<file path="config.mk">
export PLATFORM = sky130hd
export DESIGN_NAME = cond_flag_unit
export DESIGN_NICKNAME = d
export VERILOG_FILES = /design/src/rtl/cond_flag_pkg.sv /design/src/rtl/cond_check.sv /design/src/rtl/flag_store.sv /design/src/rtl/write_gate.sv /design/src/rtl/cond_flag_unit.sv
export SDC_FILE = /design/constraint.sdc
export NUM_CORES = 1
export LEC_CHECK = 0
export BUFFER_PORTS_ARGS = -buffer_cell sky130_fd_sc_hd__buf_2
export CAP_MARGIN = 15
export CORE_AREA = 5 5 42 44
export CTS_CLUSTER_SIZE = 10
export DETAILED_ROUTE_END_ITERATION = 7
export DIE_AREA = 0 0 47 49
export HOLD_SLACK_MARGIN = 0.03
export SYNTH_ARGS = -nofsm -noshare
export SYNTH_HDL_FRONTEND = slang
export SYNTH_SLANG_ARGS = --single-unit
</file>
<file path="constraint.sdc">
create_clock -name clk -period 1.52 [get_ports clk]
set_input_delay 0.152 -clock clk [delete_from_list [all_inputs] [get_ports clk]]
set_output_delay 0.152 -clock clk [all_outputs]
set_load 0.1 [all_outputs]
</file>
<file path="src/rtl/cond_flag_pkg.sv">
package cond_flag_pkg;

    localparam int FLAG_W   = 4;
    localparam int FLAG_GRP = 2;
    localparam int GRP_W    = FLAG_W / FLAG_GRP;
    localparam int NUM_REQ  = 3;

    localparam int BIT_N = 3;
    localparam int BIT_Z = 2;
    localparam int BIT_C = 1;
    localparam int BIT_V = 0;

    typedef enum logic [3:0] {
        CC_ZSET   = 4'b0000,
        CC_ZCLR   = 4'b0001,
        CC_CSET   = 4'b0010,
        CC_CCLR   = 4'b0011,
        CC_NSET   = 4'b0100,
        CC_NCLR   = 4'b0101,
        CC_VSET   = 4'b0110,
        CC_VCLR   = 4'b0111,
        CC_UHIGH  = 4'b1000,
        CC_ULOWEQ = 4'b1001,
        CC_SGE    = 4'b1010,
        CC_SLT    = 4'b1011,
        CC_SGT    = 4'b1100,
        CC_SLE    = 4'b1101,
        CC_ALWAYS = 4'b1110,
        CC_NEVER  = 4'b1111
    } cond_e;

endpackage

</file>
<file path="src/rtl/cond_check.sv">
module cond_check
    import cond_flag_pkg::*;
(
    input  logic [3:0]        cond_i,
    input  logic [FLAG_W-1:0] flags_i,
    output logic              exec_o
);
    logic n_f, z_f, c_f, v_f;
    cond_e code;

    always_comb begin
        n_f  = flags_i[BIT_N];
        z_f  = flags_i[BIT_Z];
        c_f  = flags_i[BIT_C];
        v_f  = flags_i[BIT_V];
        code = cond_e'(cond_i);
    end

    always_comb begin
        exec_o = 1'b0;
        unique case (code)
            CC_ZSET:   exec_o = z_f;
            CC_ZCLR:   exec_o = ~z_f;
            CC_CSET:   exec_o = c_f;
            CC_CCLR:   exec_o = ~c_f;
            CC_NSET:   exec_o = n_f;
            CC_NCLR:   exec_o = ~n_f;
            CC_VSET:   exec_o = v_f;
            CC_VCLR:   exec_o = ~v_f;
            CC_UHIGH:  exec_o = c_f & ~z_f;
            CC_ULOWEQ: exec_o = ~c_f | z_f;
            CC_SGE:    exec_o = (n_f == v_f);
            CC_SLT:    exec_o = (n_f != v_f);
            CC_SGT:    exec_o = ~z_f & (n_f == v_f);
            CC_SLE:    exec_o = z_f | (n_f != v_f);
            CC_ALWAYS: exec_o = 1'b1;
            CC_NEVER:  exec_o = 1'b0;
        endcase
    end
endmodule

</file>
<file path="src/rtl/flag_store.sv">
module flag_store
    import cond_flag_pkg::*;
(
    input  logic                clk,
    input  logic                rst_n,
    input  logic [FLAG_GRP-1:0] grp_we_i,
    input  logic [FLAG_W-1:0]   d_i,
    output logic [FLAG_W-1:0]   q_o
);
    for (genvar g = 0; g < FLAG_GRP; g++) begin : g_half
        logic [GRP_W-1:0] half_q;

        always_ff @(posedge clk or negedge rst_n) begin
            if (!rst_n) begin
                half_q <= '0;
            end else if (grp_we_i[g]) begin
                half_q <= d_i[g*GRP_W +: GRP_W];
            end
        end

        assign q_o[g*GRP_W +: GRP_W] = half_q;
    end
endmodule

</file>
<file path="src/rtl/write_gate.sv">
module write_gate
    import cond_flag_pkg::*;
(
    input  logic               exec_i,
    input  logic [NUM_REQ-1:0] req_i,
    input  logic [FLAG_GRP-1:0] flagw_i,
    output logic [NUM_REQ-1:0] grant_o,
    output logic [FLAG_GRP-1:0] flag_we_o
);
    for (genvar i = 0; i < NUM_REQ; i++) begin : g_req
        assign grant_o[i] = req_i[i] & exec_i;
    end

    for (genvar j = 0; j < FLAG_GRP; j++) begin : g_fw
        assign flag_we_o[j] = flagw_i[j] & exec_i;
    end
endmodule

</file>
<file path="src/rtl/cond_flag_unit.sv">
module cond_flag_unit
    import cond_flag_pkg::*;
(
    input  logic       clk,
    input  logic       rst_n,
    input  logic [3:0] cond_code,
    input  logic [3:0] alu_flags,
    input  logic       pcs_req,
    input  logic       regw_req,
    input  logic       memw_req,
    input  logic [1:0] flagw_req,
    output logic       pc_src,
    output logic       reg_write,
    output logic       mem_write,
    output logic [3:0] flags
);
    logic                exec;
    logic [NUM_REQ-1:0]  req_vec;
    logic [NUM_REQ-1:0]  grant_vec;
    logic [FLAG_GRP-1:0] flag_we;
    logic [FLAG_W-1:0]   flags_q;

    assign req_vec = {pcs_req, regw_req, memw_req};

    cond_check u_check (
        .cond_i  (cond_code),
        .flags_i (flags_q),
        .exec_o  (exec)
    );

    write_gate u_gate (
        .exec_i    (exec),
        .req_i     (req_vec),
        .flagw_i   (flagw_req),
        .grant_o   (grant_vec),
        .flag_we_o (flag_we)
    );

    flag_store u_store (
        .clk      (clk),
        .rst_n    (rst_n),
        .grp_we_i (flag_we),
        .d_i      (alu_flags),
        .q_o      (flags_q)
    );

    assign pc_src    = grant_vec[2];
    assign reg_write = grant_vec[1];
    assign mem_write = grant_vec[0];
    assign flags     = flags_q;
endmodule

</file>
## Yosys cells after proc, flatten, opt, wreduce, memory -nomap -nowiden

Index checks and enable logic that the tools add are counted.

- Eq/ne operators: 17
- Multiplexer cells: 1
- Bitwise operators: 13
- Reduce and logical (&&, ||, !) cells: 1

Operators with widths:

| operator | count |
|---|---|
| $eq A4 B4 Y1 const B | 8 |
| $eq A4 B3 Y1 const B | 4 |
| $pmux W1 S16 | 1 |
| $eq A4 B2 Y1 const B | 2 |
| $and A1 B1 Y1 | 7 |
| $eq A4 B1 Y1 const B | 1 |
| $logic_not A4 Y1 | 1 |
| $not A1 Y1 | 4 |
| $or A1 B1 Y1 | 2 |
| $eq A1 B1 Y1 | 1 |
| $ne A1 B1 Y1 | 1 |

- Register bits after elaboration: 4
- Input bits: 15
- Output and inout bits: 7
- Word-level logic and storage cells: 34

## Logic depth before layout (Yosys ltp)

- Depth after elaboration: 4
- Mapped depth: 6
- Mapped depth without buffers: 5

## Hierarchy

From an unflattened synthesis, not the netlist that was laid out.

- Cell total of the unflattened synthesis: 36
- Area total of the unflattened synthesis: 331.6 µm²

Modules (own cells, without submodules):

| module | times used | cells each | area an instance (µm²) | seq. area each (µm²) |
|---|---|---|---|---|
| cond_check | 1 | 23 | 155.1 | 0.0 |
| flag_store | 1 | 8 | 145.1 | 100.1 |
| write_gate | 1 | 5 | 31.3 | 0.0 |

## Least setup slack after synthesis

OpenSTA, ideal clock, no wires.

- Kind: register to output
- Start: register u_store.g_half[1].half_q[1]
- End: output mem_write
- Data arrival time: 2.563 ns
- Data required time: 1.368 ns
- Slack: -1.195 ns
- Cell stages (with the launch flop): 6
- Path buffers: 0
- Cell sequence: dfrtp_1 xnor3_1 nand3_2 a31oi_4 or2_1 and3_1

- Longest elaborated chain between the ends: 4
- Elaborated cells on any way between the ends: 7
- Those cells by class: 2 x eq/ne; 1 x mux; 4 x bitwise

RTL lines:

| item | RTL line | source |
|---|---|---|
| start: declaration | flag_store.sv:11 | `logic [GRP_W-1:0] half_q;` |
| start signal: assignment | flag_store.sv:17 | `half_q <= d_i[g*GRP_W +: GRP_W];` |
| $ne A1 B1 Y1 or $eq A1 B1 Y1 (tied branches) | n/a |  |
| $or A1 B1 Y1 or $and A1 B1 Y1 (tied branches) | cond_check.sv:35, cond_check.sv:34 |  |
| $pmux W1 S16 (*) | cond_check.sv:21 | `unique case (code)` |
| $and A1 B1 Y1 (*) | write_gate.sv:11 | `assign grant_o[i] = req_i[i] & exec_i;` |
| end: declaration | cond_flag_unit.sv:14 | `output logic mem_write,` |

Every way passes the cells marked *; elsewhere a longest branch is shown, timed or not.

## Worst setup path in the final report

- Start: register u_store.g_half[0].half_q[0]
- End: output pc_src

- Longest elaborated chain between the ends: 4
- Elaborated cells on any way between the ends: 7
- Those cells by class: 2 x eq/ne; 1 x mux; 4 x bitwise

RTL lines:

| item | RTL line | source |
|---|---|---|
| start: declaration | flag_store.sv:11 |  |
| start signal: assignment | flag_store.sv:17 |  |
| $ne A1 B1 Y1 or $eq A1 B1 Y1 (tied branches) | n/a |  |
| $or A1 B1 Y1 or $and A1 B1 Y1 (tied branches) | cond_check.sv:35, cond_check.sv:34 |  |
| $pmux W1 S16 (*) | cond_check.sv:21 |  |
| $and A1 B1 Y1 (*) | write_gate.sv:11 |  |
| end: declaration | cond_flag_unit.sv:12 | `output logic pc_src,` |

Marked as above.

==> results.md <==
* Status: complete, but fails checks
* Failing checks: setup timing
* I/O Buffers at 21
* Setup Viol. Count Final at 7
* CTS Buf Count at 3
* RSZ-0062 raised after global routing: yes
* EDFF count, synth at 0
* # DRC at 0
* Die area at approximately 2300 sq um
* Tcrit/Tclk final at 1.35
* Share of layout cells above drive strength 1 at 0.697
* Diode count at 0
* Routed len/inst at 11.7 um
* Area of the multi-input gates at 347 sq um
* Biggest regs: u_store.g_half.half_q x4
* Clock Tree Buf Depth at 2
* Peak VDD IR at 0.900 mV
* Top cell type's share of synthesized area at 0.230
* Root buf cell: clkbuf_4
* Slew HR at 0.668
* Launch point of the worst path: u_store.g_half[0].half_q[0]
* DIE HEIGHT at 49 um
* Max FFs per register at 4
* Critical path type: flip-flop to output port
* Placed Area at 704 sq um
* CTS tree: done
* Fmax at 488 MHz
* Total power at 1660 uW
* GRT Max-Usage Layer: met1
* Pleak at 0.000357 uW
* Worst-Skew Late Latency at 0.23 ns
* Commonest cells post-synth: 4 x dfrtp_1, 4 x mux2_1, 3 x and3_1, 3 x nor2_1
* Reg clk slew, reported paths at 0.04 ns
* Met2 GRT Util at 0.145
* Worst Hold Launch: alu_flags[0]
* Synthesis-stage register bit count at 4
* Crit path time final at 2.05 ns
* Antenna Nets Post-Route at 0
* Primary FF master, synth: dfrtp_1
* Largest net degree at the start of global routing at 10
* GRT Residual Overflow at 0
* GP Congestion at around 0.74
* Worst path cell trace: xnor3_1 -> nand3_2 -> a31oi_4 -> or2_1 -> and3_4 -> buf_12
* Rows at 14
* Ports at 22
* Slew @ Worst Pin at 0.502 ns
* DR iter-0 viols at 10
* CP max-delay cell: dfrtp_4
* Asr flop ratio synth at 1.00
* Htree depth at 1
* Crit path capture type: output port
* Warnings from Yosys at 0
* Clk sinks at 4
* Fin area at 752 sq um
* Fill count at 138
* Synth cell types at 26
* Clk_skew at 0.00217 ns
* Hpwl dp at 918 um
* First-pass GRT wire length at around 1.8 mm
* Setup ws final at -0.530 ns
* Met1 Use GR at 0.153
* Via count at 431
* Die Span X at 47 um
* PwrDens at ~2200 nW/um^2
* DR pass1 iterations at 4
* Syn nets at 57
* Met3 usage in global routing at 0.0258
* Layout area overhead at 72.7%
* Hold Fails Final Rpt at 0
* Sequential-to-total area share from yosys stat at 0.230
* HP Class: input pin to flip-flop
* Initial antenna violation count at 0
* Total track usage at 0.107
* Worst EP arrival at 1.90 ns
* Largest Register: u_store.g_half.half_q
* Syn_area_per_cell at between 10 and 15 sq um
* Vias/cell at 4.68
* Worst EP required at ~1.4 ns
* Max-Cap Viols at 0
* Top post-synthesis cells by area: dfrtp_1 23%, mux2_1 10%, o211ai_2 5.7%
* Initial core utilization at 0.311
* Crit-path max FO at 4
* Number of global-route vias before repair at 402
* CORE AREA at 1400 sq um
* Critical R2R Launch: u_store.g_half[0].half_q[0]
* Startpoint type of the worst setup path: flip-flop
* Register area at 113 sq um
* Post-Syn Area at between 400 and 500 sq um
* Cell accounting for the most synthesized area: dfrtp_1
* Routed WL at 1.07 mm
* Synth Instances at 42
* Final-stage net count at 93
* Crit path largest cell delay at 0.50 ns
* Final hold slack at 0.129 ns
* Pins Over Slew Limit at 0
## what timing repair did
item | in CTS | in global routing
gates resized for setup | 2 | 0
pin swaps | 3 | 0
buffers inserted | 1 | 0
hold endpoints to repair | 4 | 0
hold buffers | 1 | 0
endpoints found under the setup margin | 7 | 7
## area by class of cell
type | instances | area share
Clock buffer | 3 | 0.0300
Inverter | 2 | 0.00998
Multi-Input combinational cell | 34 | 0.461
Sequential cell | 4 | 0.150
Tap cell | 16 | 0.0266
Timing Repair Buffer | 33 | 0.323
## critical path, delay by kind of cell, from the launching register on
family	cells	cell delay, ns
AO/OA/AOI/OAI	1	0.08
XOR/XNOR	1	0.38
buffers and inverters	1	0.16
flip-flops	1	0.50
AND/OR/NAND/NOR	3	0.55
## cells in the final DEF, fill, tap and decap left out, types with 2 or more instances in the layout
cell      synthesis  routed
buf_2             1      18
mux2i_1           2       2
clkbuf_4          0       3
mux2_4            0       2
and3_4            0       3
mux2_1            4       2
nor2_1            3       3
buf_12            0       3
dfrtp_4           0       3
nor2b_1           2       2
buf_4             0      11
o211ai_2          2       2
nand2_1           2       2
inv_1             2       2
## cells by family after synthesis
logic type             after synthesis  synth area share
buffers and inverters                4            0.0546
XOR/XNOR                             4             0.112
AND/OR/NAND/NOR                     17             0.239
AO/OA/AOI/OAI                        7             0.215
flip-flops                           4             0.230
multiplexers                         6             0.149
## report_power, final
| part | switching (uW) | internal [uW] |
|---|---|---|
| registers | 82.2 | 192 |
| clock network | 42.4 | 88.2 |
| logic | 803 | 456 |
| total | 927 | 736 |
## routing by layer
layer | up-vias | share of wire | routed length [um]
met5 | - | 0 | 0
met4 | 0 | 0.016 | 17
met3 | 2 | 0.074 | 79
met2 | 14 | 0.47 | 504
met1 | 196 | 0.44 | 471
li1 | 219 | - | -
## metrics by stage
step	TNS (ns)	setup WS [ns]	std cells	util
6_report	-2.92	-0.530	92	0.537
5_1_grt	-3.36	-0.611	92	0.537
4_1_cts	-2.94	-0.534	92	0.537
3_5_place_dp	-1.74	-0.301	87	0.503
3_3_place_gp	-1.68	-0.272	87	0.503
2_1_floorplan	-2.29	-0.355	42	-
## worst paths after layout
kind	cells after the start	slack [ns]	endpoint
max	6	-0.53	pc_src
min	2	0.13	u_store.g_half[0].half_q[0]
max reg2reg	6	-0.35	u_store.g_half[0].half_q[1]
min reg2reg	1	0.60	u_store.g_half[1].half_q[0]
max in group asynchronous	2	1.14	u_store.g_half[0].half_q[1]
min in group asynchronous	2	0.24	u_store.g_half[0].half_q[0]
Power figures use the tool's default switching activity.
